$ cat config.mk
export PLATFORM = sky130hd
export DESIGN_NAME = clkgen_ctl_i2c
export DESIGN_NICKNAME = d
export VERILOG_FILES = /design/src/rtl/clkgen_ctl_pkg.sv /design/src/rtl/clkgen_ctl_deglitch.sv /design/src/rtl/clkgen_ctl_events.sv /design/src/rtl/clkgen_ctl_regs.sv /design/src/rtl/clkgen_ctl_fsm.sv /design/src/rtl/clkgen_ctl_i2c.sv
export SDC_FILE = /design/constraint.sdc
export NUM_CORES = 1
export LEC_CHECK = 0
export CAP_MARGIN = 10
export CORE_MARGIN = 2
export CORE_UTILIZATION = 51
export DETAILED_ROUTE_END_ITERATION = 8
export PLACE_DENSITY_LB_ADDON = 0.1
export SLEW_MARGIN = 20
export SYNTH_ARGS = -nofsm -noshare
export SYNTH_HDL_FRONTEND = slang
export SYNTH_SLANG_ARGS = --single-unit
$ cat constraint.sdc
create_clock -name clk -period 1.85 [get_ports clk]
set_input_delay 0.2775 -clock clk [delete_from_list [all_inputs] [get_ports clk]]
set_output_delay 0.2775 -clock clk [all_outputs]
set_load 0.02 [all_outputs]
$ cat src/rtl/clkgen_ctl_pkg.sv
package clkgen_ctl_pkg;

    typedef enum logic [2:0] {
        ST_IDLE,
        ST_RX,
        ST_RX_END,
        ST_ACK,
        ST_TX,
        ST_TX_ACK
    } ctl_state_t;

    typedef enum logic [1:0] {
        PH_ADDR,
        PH_CMD,
        PH_CNT,
        PH_DATA
    } ctl_phase_t;

endpackage

$ cat src/rtl/clkgen_ctl_deglitch.sv
module clkgen_ctl_deglitch #(
    parameter int FILT_LEN = 3
) (
    input  logic clk,
    input  logic rst_n,
    input  logic raw_i,
    output logic clean_o
);
    localparam int CW = $clog2(FILT_LEN + 1);

    logic [1:0]    sync_q;
    logic [CW-1:0] run_q;
    logic          clean_q;

    // The output follows the synchronized input only after FILT_LEN
    // consecutive samples disagree with it.
    always_ff @(posedge clk or negedge rst_n) begin
        if (!rst_n) begin
            sync_q  <= 2'b11;
            run_q   <= '0;
            clean_q <= 1'b1;
        end else begin
            sync_q <= {sync_q[0], raw_i};
            if (sync_q[1] == clean_q) begin
                run_q <= '0;
            end else if (run_q == CW'(FILT_LEN - 1)) begin
                clean_q <= sync_q[1];
                run_q   <= '0;
            end else begin
                run_q <= run_q + 1'b1;
            end
        end
    end

    assign clean_o = clean_q;
endmodule

$ cat src/rtl/clkgen_ctl_events.sv
module clkgen_ctl_events (
    input  logic clk,
    input  logic rst_n,
    input  logic scl_i,
    input  logic sda_i,
    output logic start_o,
    output logic stop_o,
    output logic scl_rise_o,
    output logic scl_fall_o
);
    logic scl_q;
    logic sda_q;

    always_ff @(posedge clk or negedge rst_n) begin
        if (!rst_n) begin
            scl_q <= 1'b1;
            sda_q <= 1'b1;
        end else begin
            scl_q <= scl_i;
            sda_q <= sda_i;
        end
    end

    assign start_o    = scl_q && scl_i && sda_q && !sda_i;
    assign stop_o     = scl_q && scl_i && !sda_q && sda_i;
    assign scl_rise_o = !scl_q && scl_i;
    assign scl_fall_o = scl_q && !scl_i;
endmodule

$ cat src/rtl/clkgen_ctl_regs.sv
module clkgen_ctl_regs #(
    parameter int         NUM_REGS = 6,
    parameter int         IDX_W    = 3,
    parameter logic [7:0] FREQ_RST = 8'h00,
    parameter logic [7:0] MASK_RST = 8'hFF
) (
    input  logic                  clk,
    input  logic                  rst_n,
    input  logic                  wr_en_i,
    input  logic [IDX_W-1:0]      wr_idx_i,
    input  logic [7:0]            wr_data_i,
    input  logic [IDX_W-1:0]      rd_idx_i,
    output logic [7:0]            rd_data_o,
    output logic [NUM_REGS*8-1:0] regs_o
);
    for (genvar g = 0; g < NUM_REGS; g++) begin : g_byte
        localparam logic [7:0] RST_VAL = (g == 0) ? FREQ_RST : MASK_RST;
        logic [7:0] q;

        always_ff @(posedge clk or negedge rst_n) begin
            if (!rst_n) begin
                q <= RST_VAL;
            end else if (wr_en_i && (wr_idx_i == IDX_W'(g))) begin
                q <= wr_data_i;
            end
        end

        assign regs_o[g*8 +: 8] = q;
    end

    // Indices past the last register read as all ones.
    always_comb begin
        rd_data_o = 8'hFF;
        for (int i = 0; i < NUM_REGS; i++) begin
            if (rd_idx_i == IDX_W'(i)) begin
                rd_data_o = regs_o[i*8 +: 8];
            end
        end
    end
endmodule

$ cat src/rtl/clkgen_ctl_fsm.sv
module clkgen_ctl_fsm
    import clkgen_ctl_pkg::*;
#(
    parameter int         NUM_REGS = 6,
    parameter int         IDX_W    = 3,
    parameter logic [6:0] DEV_ADDR = 7'h69
) (
    input  logic             clk,
    input  logic             rst_n,
    input  logic             sda_i,
    input  logic             start_i,
    input  logic             stop_i,
    input  logic             scl_rise_i,
    input  logic             scl_fall_i,
    input  logic [7:0]       rd_data_i,
    output logic [IDX_W-1:0] rd_idx_o,
    output logic             wr_en_o,
    output logic [IDX_W-1:0] wr_idx_o,
    output logic [7:0]       wr_data_o,
    output logic             sda_pull_o,
    output ctl_state_t       state_o
);
    localparam logic [IDX_W-1:0] LAST = IDX_W'(NUM_REGS);

    ctl_state_t       state_q;
    ctl_phase_t       phase_q;
    logic             rw_q;
    logic             host_ack_q;
    logic [2:0]       bit_q;
    logic [7:0]       rx_sh_q;
    logic [7:0]       tx_sh_q;
    logic [IDX_W-1:0] wr_idx_q;
    logic [IDX_W-1:0] wr_at_q;
    logic [IDX_W-1:0] rd_idx_q;
    logic             wr_en_q;

    always_ff @(posedge clk or negedge rst_n) begin
        if (!rst_n) begin
            state_q    <= ST_IDLE;
            phase_q    <= PH_ADDR;
            rw_q       <= 1'b0;
            host_ack_q <= 1'b0;
            bit_q      <= '0;
            rx_sh_q    <= '0;
            tx_sh_q    <= '1;
            wr_idx_q   <= '0;
            wr_at_q    <= '0;
            rd_idx_q   <= '0;
            wr_en_q    <= 1'b0;
        end else begin
            wr_en_q <= 1'b0;
            if (start_i) begin
                state_q  <= ST_RX;
                phase_q  <= PH_ADDR;
                bit_q    <= '0;
                wr_idx_q <= '0;
            end else if (stop_i) begin
                state_q <= ST_IDLE;
            end else begin
                unique case (state_q)
                    ST_IDLE: ;
                    ST_RX: begin
                        if (scl_rise_i) begin
                            rx_sh_q <= {rx_sh_q[6:0], sda_i};
                            bit_q   <= bit_q + 3'd1;
                            if (bit_q == 3'd7) state_q <= ST_RX_END;
                        end
                    end
                    ST_RX_END: begin
                        if (scl_fall_i) begin
                            unique case (phase_q)
                                PH_ADDR: begin
                                    if (rx_sh_q[7:1] == DEV_ADDR) begin
                                        state_q <= ST_ACK;
                                        rw_q    <= rx_sh_q[0];
                                        phase_q <= PH_CMD;
                                    end else begin
                                        state_q <= ST_IDLE;
                                    end
                                end
                                PH_CMD: begin
                                    state_q <= ST_ACK;
                                    phase_q <= PH_CNT;
                                end
                                PH_CNT: begin
                                    state_q <= ST_ACK;
                                    phase_q <= PH_DATA;
                                end
                                PH_DATA: begin
                                    state_q <= ST_ACK;
                                    if (wr_idx_q < LAST) begin
                                        wr_en_q  <= 1'b1;
                                        wr_at_q  <= wr_idx_q;
                                        wr_idx_q <= wr_idx_q + 1'b1;
                                    end
                                end
                                default: state_q <= ST_IDLE;
                            endcase
                        end
                    end
                    ST_ACK: begin
                        if (scl_fall_i) begin
                            bit_q <= '0;
                            if (rw_q) begin
                                state_q  <= ST_TX;
                                tx_sh_q  <= 8'(NUM_REGS);
                                rd_idx_q <= '0;
                            end else begin
                                state_q <= ST_RX;
                            end
                        end
                    end
                    ST_TX: begin
                        if (scl_fall_i) begin
                            bit_q <= bit_q + 3'd1;
                            if (bit_q == 3'd7) begin
                                state_q <= ST_TX_ACK;
                            end else begin
                                tx_sh_q <= {tx_sh_q[6:0], 1'b1};
                            end
                        end
                    end
                    ST_TX_ACK: begin
                        if (scl_rise_i) host_ack_q <= !sda_i;
                        if (scl_fall_i) begin
                            if (host_ack_q) begin
                                state_q <= ST_TX;
                                tx_sh_q <= rd_data_i;
                                bit_q   <= '0;
                                if (rd_idx_q < LAST) rd_idx_q <= rd_idx_q + 1'b1;
                            end else begin
                                state_q <= ST_IDLE;
                            end
                        end
                    end
                    default: state_q <= ST_IDLE;
                endcase
            end
        end
    end

    always_comb begin
        sda_pull_o = (state_q == ST_ACK) || ((state_q == ST_TX) && !tx_sh_q[7]);
        wr_en_o    = wr_en_q;
        wr_idx_o   = wr_at_q;
        wr_data_o  = rx_sh_q;
        rd_idx_o   = rd_idx_q;
        state_o    = state_q;
    end
endmodule

$ cat src/rtl/clkgen_ctl_i2c.sv
module clkgen_ctl_i2c
    import clkgen_ctl_pkg::*;
#(
    parameter int         NUM_REGS = 6,
    parameter logic [6:0] DEV_ADDR = 7'h69,
    parameter int         FILT_LEN = 3,
    parameter logic [7:0] FREQ_RST = 8'h00,
    parameter logic [7:0] MASK_RST = 8'hFF
) (
    input  logic                  clk,
    input  logic                  rst_n,
    input  logic                  scl_i,
    input  logic                  sda_i,
    output logic                  sda_pull_o,
    output logic [NUM_REGS*8-1:0] ctl_regs_o
);
    localparam int IDX_W = $clog2(NUM_REGS + 1);

    logic [1:0]       line_raw;
    logic [1:0]       line_clean;
    logic             start_det;
    logic             stop_det;
    logic             scl_rise;
    logic             scl_fall;
    logic [7:0]       rd_data;
    logic [IDX_W-1:0] rd_idx;
    logic             wr_en;
    logic [IDX_W-1:0] wr_idx;
    logic [7:0]       wr_data;
    ctl_state_t       fsm_state;

    assign line_raw = {sda_i, scl_i};

    for (genvar l = 0; l < 2; l++) begin : g_line
        clkgen_ctl_deglitch #(.FILT_LEN(FILT_LEN)) u_filt (
            .clk    (clk),
            .rst_n  (rst_n),
            .raw_i  (line_raw[l]),
            .clean_o(line_clean[l])
        );
    end

    clkgen_ctl_events u_evt (
        .clk       (clk),
        .rst_n     (rst_n),
        .scl_i     (line_clean[0]),
        .sda_i     (line_clean[1]),
        .start_o   (start_det),
        .stop_o    (stop_det),
        .scl_rise_o(scl_rise),
        .scl_fall_o(scl_fall)
    );

    clkgen_ctl_fsm #(
        .NUM_REGS(NUM_REGS),
        .IDX_W   (IDX_W),
        .DEV_ADDR(DEV_ADDR)
    ) u_fsm (
        .clk       (clk),
        .rst_n     (rst_n),
        .sda_i     (line_clean[1]),
        .start_i   (start_det),
        .stop_i    (stop_det),
        .scl_rise_i(scl_rise),
        .scl_fall_i(scl_fall),
        .rd_data_i (rd_data),
        .rd_idx_o  (rd_idx),
        .wr_en_o   (wr_en),
        .wr_idx_o  (wr_idx),
        .wr_data_o (wr_data),
        .sda_pull_o(sda_pull_o),
        .state_o   (fsm_state)
    );

    clkgen_ctl_regs #(
        .NUM_REGS(NUM_REGS),
        .IDX_W   (IDX_W),
        .FREQ_RST(FREQ_RST),
        .MASK_RST(MASK_RST)
    ) u_regs (
        .clk      (clk),
        .rst_n    (rst_n),
        .wr_en_i  (wr_en),
        .wr_idx_i (wr_idx),
        .wr_data_i(wr_data),
        .rd_idx_i (rd_idx),
        .rd_data_o(rd_data),
        .regs_o   (ctl_regs_o)
    );
endmodule

==> results of run 1 <==
sequential cells by signal, indices dropped and copies added, names as in the netlist:
signal	count
u_fsm.state_o	3
u_fsm.wr_data_o	8
u_evt.scl_q	1
g_line.u_filt.sync_q	4
u_fsm.bit_q	3
u_fsm.wr_idx_o	3
u_fsm.phase_q	2
u_fsm.host_ack_q	1
u_fsm.wr_idx_q	3
u_fsm.rw_q	1
u_evt.sda_q	1
g_line.u_filt.clean_o	2
g_line.u_filt.run_q	4
u_fsm.rd_idx_o	3
u_regs.g_byte.q	48
u_fsm.tx_sh_q	8
u_fsm.wr_en_o	1
where the power goes:
part | internal, W | switching [W] | leakage, nW
combinational | 0.000718 | 0.000816 | 1.48
sequential | 0.00238 | 0.000215 | 1.12
clock | 0.000670 | 0.000740 | 0.0975
total | 0.00377 | 0.00177 | 2.69
metrics by stage:
stage          setup TNS [ns]  instances
2_1_floorplan               0        434
3_3_place_gp           -0.109        619
3_5_place_dp           -0.301        619
4_1_cts               -0.0150        637
5_1_grt                -0.348        640
6_report                    0        640
per-layer routing:
layer  part of all wire, %  GRT usage (%)
met1                    50           38.1
met2                    45           35.6
met3                   3.5           4.51
met4                   1.4           6.32
met5                     0              0
area by class of cell:
| type | instances | area [um2] | area share [%] |
|---|---|---|---|
| inverters | 18 | 68.8 | 1.13 |
| multi-input cells | 300 | 2300 | 37.6 |
| flip-flops and latches | 96 | 2470 | 40.5 |
| repair buffers | 99 | 928 | 15.2 |
| clock buffers | 12 | 145 | 2.38 |
| clock inverters | 4 | 52.6 | 0.861 |
| well taps | 111 | 139 | 2.28 |
cell families after synthesis:
logic type,Yosys count,synth area share [%]
adder cells (fa/ha/maj),13,3.40
AND/OR/NAND/NOR,133,14.9
flip-flops,96,51.7
multiplexers,63,14.7
AO/OA/AOI/OAI,87,11.3
XOR/XNOR,4,0.733
buffers and inverters,38,3.27
cell usage after synthesis (all sizes together) (2+ instances only):
cell type,number,share of area (%)
a21oi,33,3.5
o311ai,8,1.5
ha,13,3.4
o21ai,24,2.6
xnor2,4,0.73
nor2b,14,1.9
dfstp,56,31
and2,2,0.26
and3,2,0.26
mux2,58,14
o22ai,2,0.26
inv,17,1.3
nor3,9,1.0
mux2i,5,1.0
o31ai,2,0.31
nor4bb,2,0.42
a22o,6,1.1
a211oi,2,0.31
nor3b,14,2.3
nand2b,9,1.2
nor2,18,1.4
nand4b,4,0.73
nand2,47,3.7
o211ai,3,0.47
clkbuf,12,0.94
dfrtp,40,21
buf,8,0.92
nand3,6,0.63
what timing repair did:
item                                    CTS  global route
hold buffers                              1             0
endpoints found under the setup margin    8            20
pin swaps                                 4            13
setup buffers                             1             3
resized for setup                        12            41
hold endpoints to repair                 14             0
worst max-delay path, cell delays in order (launching register included):
cell	delay, ns
dfrtp_1	0.43
ha_2	0.21
ha_4	0.17
nor2_4	0.25
o311ai_2	0.15
a21oi_1	0.20
o211ai_1	0.10
mux2_4	0.27
final timing paths:
| kind | from | cells after the start | slack (ns) | end |
|---|---|---|---|---|
| setup / recovery | u_fsm.rd_idx_o[0] | 7 | 0.005 | u_fsm.tx_sh_q[1] |
| hold / removal | scl_i | 1 | 0.31 | g_line[0].u_filt.sync_q[0] |
| setup reg to reg | u_fsm.rd_idx_o[0] | 7 | 0.005 | u_fsm.tx_sh_q[1] |
| hold reg to reg | g_line[0].u_filt.sync_q[0] | 0 | 0.36 | g_line[0].u_filt.sync_q[1] |
| max in group asynchronous | rst_n | 3 | 0.87 | g_line[1].u_filt.clean_o |
| min in group asynchronous | rst_n | 2 | 0.37 | u_fsm.wr_data_o[5] |
==> metrics.md, run 1 <==
| Metric | Value |
|---|---|
| Vias in the first global route | `3,599` |
| Later-pin clock latency in the skew report | `roughly 0.36 ns` |
| Initial detailed-routing violation count | `124` |
| Finished Cell Area | `0.00610 mm2` |
| Initial Utilization | `about 52%` |
| Cell area after synthesis | `0.00478 mm2` |
| Post-DRT Antenna Nets | `0` |
| Die W | `101 um` |
| Yosys Warn Count | `0` |
| Number of buffers added on ports | `52` |
| Critical Path Start Type | `register` |
| Yosys reg bits | `96` |
| F_max | `542 MHz` |
| DR vias | `roughly 3,600` |
| CP Capture Type | `register` |
| DRC violation count after routing | `0` |
| Distinct cells, synth | `49` |
| Sequential element share of the synthesized area | `51.7%` |
| Slew headroom | `between 70% and 80%` |
| Final Hold Viols | `0` |
| Maximum clock path buffer count | `2` |
| Post-synth EDFFs | `0` |
| WP data arrival | `2.14 ns` |
| Die height | `approximately 100 um` |
| Initial antenna violation count | `0` |
| Post-DP Area | `approximately 0.0057 mm2` |
| Num Clock Sinks | `96` |
| Clock Skew | `approximately 0.012 ns` |
| Proportion of layout cells with a drive suffix above 1 | `around 40%` |
| Root Driver | `clkbuf_8` |
| Post-Route WL | `11.6 mm` |
| Most frequent cells in the layout | `mux2_2 (57), dfstp_2 (56), nand2_1 (46)` |
| H-tree Lvls | `3` |
| DP Worst Slack | `-0.0797 ns` |
| RSZ-0062 raised after global routing | `true` |
| Die Area | `0.0102 mm2` |
| Max VDD drop | `0.590 mV` |
| Syn Area/Cell | `around 11 um2` |
| Routability Congestion | `about 0.88` |
| First-pass GRT wire length | `19.3 mm` |
| Worst EP required | `2.15 ns` |
| Critical path type | `register to register` |
| DR vias/cell | `5.62` |
| Crit share post-route | `between 90% and 100%` |
| Max-cap violations | `0` |
| Final Max Slew Viols | `0` |
| Clk slew on worst S/H paths | `0.10 ns` |
| Final worst slack | `0.00490 ns` |
| Syn_nets | `451` |
| Setup violations, final | `0` |
| CTS tree | `yes` |
| # IOs | `53` |
| Core Box Area | `between 0.009 and 0.01 mm2` |
| Hold crit path type | `input port to register` |
| Total global routing overflow | `0` |
| Total power | `between 0.005 and 0.006 W` |
| Row Count | `35` |
| GRT Resource Usage Total | `24.6%` |
| Average wire per standard cell | `18.1 um` |
| Number of fill cells in the layout | `between 700 and 800` |
| Utilization after layout | `between 60% and 70%` |
| Post-DP HPWL | `approximately 8.3 mm` |
| Ant. Diodes | `0` |
| Final min period | `1.85 ns` |
| Nets | `541` |
| Async SR Flop Fraction | `100%` |
| CTS Buf Count | `9` |
| Largest net degree at the start of global routing | `38` |
| Mapped Cells | `434` |
| Drt pass-1 iters | `4` |
| Worst Max-Slew Pin Slew | `roughly 0.4 ns` |
| Commonest non-fill, non-tap cell in the layout | `mux2_2` |
| Crit-path max FO | `8` |
| Run status | `finished clean` |
| Area grow syn2layout | `27.7%` |
| Main synth FF type | `dfstp_2` |
| Power Dens Cells | `908 mW/mm2` |
| WHS | `between 0.3 and 0.4 ns` |
| Leak | `2.69 nW` |
No activity file was read; power rests on OpenSTA's default activity.
==> inputs of run 2 (changes only) <==
- CORE_UTILIZATION: 51 -> 56
- REMOVE_ABC_BUFFERS: unset -> 1
- clock period: 1.85 -> 2.1 ns (I/O delays scaled with it)
==> run 2 against run 1 <==
Routed wire length decreased by 5.9%. Clock-buffer cell count is 3 lower. Sequential cell count unchanged. Hold slack better by 0.048 ns. Clock skew fell by 0.0013 ns. Via count down 1.6%. Global-route usage increased by 0.34 points. Cell count shrank 3.6%. Non-clock buffer count decreased by 17. Fmax fell by 8.4%. Total power is 17% lower. Largest cell class unchanged. Register-to-register slack improved by 0.08 ns.
==> metrics.md, run 2 (same netlist as run 1, synthesis figures left out) <==
| Metric | Value |
|---|---|
| Critical Path Start Type | `register` |
| Final Max Slew Viols | `0 (unchanged)` |
| First-pass GRT wire length | `17.4 mm (-9.9%)` |
| F_max | `496 MHz (-8.4%)` |
| Leak | `2.38 nW (-11%)` |
| Proportion of layout cells with a drive suffix above 1 | `33.2% (-5.9 points)` |
| Initial antenna violation count | `0 (unchanged)` |
| RSZ-0062 raised after global routing | `true` |
| Largest net degree at the start of global routing | `47 (+24%)` |
| Largest register FFs | `48 (unchanged)` |
| Maximum clock path buffer count | `2 (unchanged)` |
| Final min period | `2.01 ns (+0.169 ns)` |
| Post-DRT Antenna Nets | `0 (unchanged)` |
| Max VDD drop | `0.469 mV (-21%)` |
| H-tree Lvls | `3 (unchanged)` |
| DRC violation count after routing | `0 (unchanged)` |
| Power Dens Cells | `793 mW/mm2 (-13%)` |
| Post-DP HPWL | `7.96 mm (-4.0%)` |
| CP Capture Type | `register` |
| Root Driver | `clkbuf_8` |
| Run status | `finished clean` |
| Max-cap violations | `0 (unchanged)` |
| DR vias/cell | `5.73 (+2.0%)` |
| Crit-path max FO | `6 (-2)` |
| # IOs | `53 (unchanged)` |
| Clock Skew | `0.0106 ns (-0.00130 ns)` |
| Routability Congestion | `0.876 (-0.30%)` |
| Post-DP Area | `0.00557 mm2 (-2.4%)` |
| Biggest register | `u_regs.g_byte.q` |
| CTS tree | `yes` |
| Slew headroom | `56.6% (-17 points)` |
| Setup violations, final | `0 (unchanged)` |
| Die height | `96.4 um (-4.4%)` |
| Core Box Area | `0.00826 mm2 (-9.8%)` |
| Hold crit path type | `input port to register` |
| Finished Cell Area | `0.00579 mm2 (-5.1%)` |
| Row Count | `33 (-5.7%)` |
| CTS Buf Count | `9 (unchanged)` |
| Worst Max-Slew Pin Slew | `0.645 ns (+0.244 ns)` |
| Total power | `0.00459 W (-17%)` |
| Average wire per standard cell | `17.6 um (-2.4%)` |
| DR vias | `3,537 (-1.6%)` |
| Total global routing overflow | `0 (unchanged)` |
| Num Clock Sinks | `96 (unchanged)` |
| Clk slew on worst S/H paths | `0.10 ns (about the same)` |
| Utilization after layout | `70.1% (+3.4 points)` |
| Ant. Diodes | `0 (unchanged)` |
| Drt pass-1 iters | `5 (+1)` |
| WHS | `0.361 ns (+0.0475 ns)` |
| Initial Utilization | `57.9% (+5.7 points)` |
| Most frequent cells in the layout | `mux2_2 (58), dfstp_2 (56), clkdlybuf4s50_1 (50)` |
| Die W | `96.4 um (-4.4%)` |
| Nets | `524 (-3.1%)` |
| Die Area | `0.00929 mm2 (-8.6%)` |
| Worst EP required | `2.34 ns (+0.19 ns)` |
| Post-Route WL | `10.9 mm (-5.9%)` |
| Area grow syn2layout | `21.2%` |
| Final Hold Viols | `0 (unchanged)` |
| Commonest non-fill, non-tap cell in the layout | `mux2_2` |
| Number of buffers added on ports | `52 (unchanged)` |
| Later-pin clock latency in the skew report | `0.36 ns (about the same)` |
| WP data arrival | `2.25 ns (+0.11 ns)` |
| GRT Resource Usage Total | `24.9% (+0.34 points)` |
| Initial detailed-routing violation count | `228 (+84%)` |
| Critical path type | `register to register` |
| Vias in the first global route | `3,390 (-5.8%)` |
| Crit share post-route | `95.9% (-3.8 points)` |
==> run 2: cell types whose count changed in the layout (fill, tap and decap cells not counted), moves of 3 or more <==
cell,before,now
o21ai_1,4,1
clkdlybuf4s50_1,41,50
o21ai_0,19,22
nor3b_1,8,13
dlymetal6s2s_1,9,0
ha_2,5,2
buf_4,44,28
nor3b_2,4,1
ha_1,6,11
o311ai_1,4,7
o311ai_2,3,0
==> run 2: critical path, stage by stage (launching register included) <==
cell     delay [ns]
dfrtp_1        0.40
ha_1           0.20
ha_1           0.21
nor3b_1        0.16
a22oi_2        0.19
o21ai_4        0.12
o311a_1        0.12
or4_1          0.50
==> run 2: worst paths after layout <==
path / from / end / slack (ns) / depth (start not counted)
max: u_fsm.bit_q[0] / u_fsm.state_o[0] / 0.09 / 7
max reg2reg: u_fsm.bit_q[0] / u_fsm.state_o[0] / 0.09 / 7
max in group asynchronous: rst_n / u_regs.g_byte[1].q[3] / 0.96 / 3
min: scl_i / g_line[0].u_filt.sync_q[0] / 0.36 / 1
min reg2reg: g_line[1].u_filt.sync_q[0] / g_line[1].u_filt.sync_q[1] / 0.36 / 0
min in group asynchronous: rst_n / u_fsm.wr_data_o[7] / 0.51 / 2
==> run 2: final cells by class <==
type	instances	area, um2
clock buffers	9	124
flip-flops and latches	96	2470
repair buffers	82	769
well taps	105	131
fillers	620	2470
multi-input cells	300	2170
inverters	18	67.6
clock inverters	7	56.3
==> run 2: through the flow <==
step	setup slack (ns)	TNS (ns)	std cells
CTS	0.0170	0	615
floorplan	0.201	0	414
detailed placement	-0.136	-0.586	598
global route	-0.0183	-0.0310	617
global placement	-0.0227	-0.0244	598
finish	0.0856	0	617
==> run 2: repair_timing <==
item	in CTS	in global routing
endpoints found under the setup margin	9	10
pin swaps	0	1
setup buffers	0	2
hold buffers	1	0
endpoints found under the hold margin	17	0
resized for setup	10	3
==> run 2: layer usage <==
metal | vias to the layer above | track usage [%] | share of wire (%) | wire (um)
met5 | - | 0 | 0 | 0
met4 | 0 | 9.04 | 1.5 | 168
met3 | 20 | 3.49 | 4.7 | 509
met2 | 103 | 37.1 | 45 | 4950
met1 | 1735 | 37.4 | 48 | 5260
li1 | 1679 | - | - | -
==> run 2: where the power goes <==
part	leakage [nW]	internal (W)	switching [W]	total, W
clock network	0.0838	0.000443	0.000679	0.00112
registers	1.11	0.00210	0.000198	0.00229
logic	1.19	0.000523	0.000656	0.00118
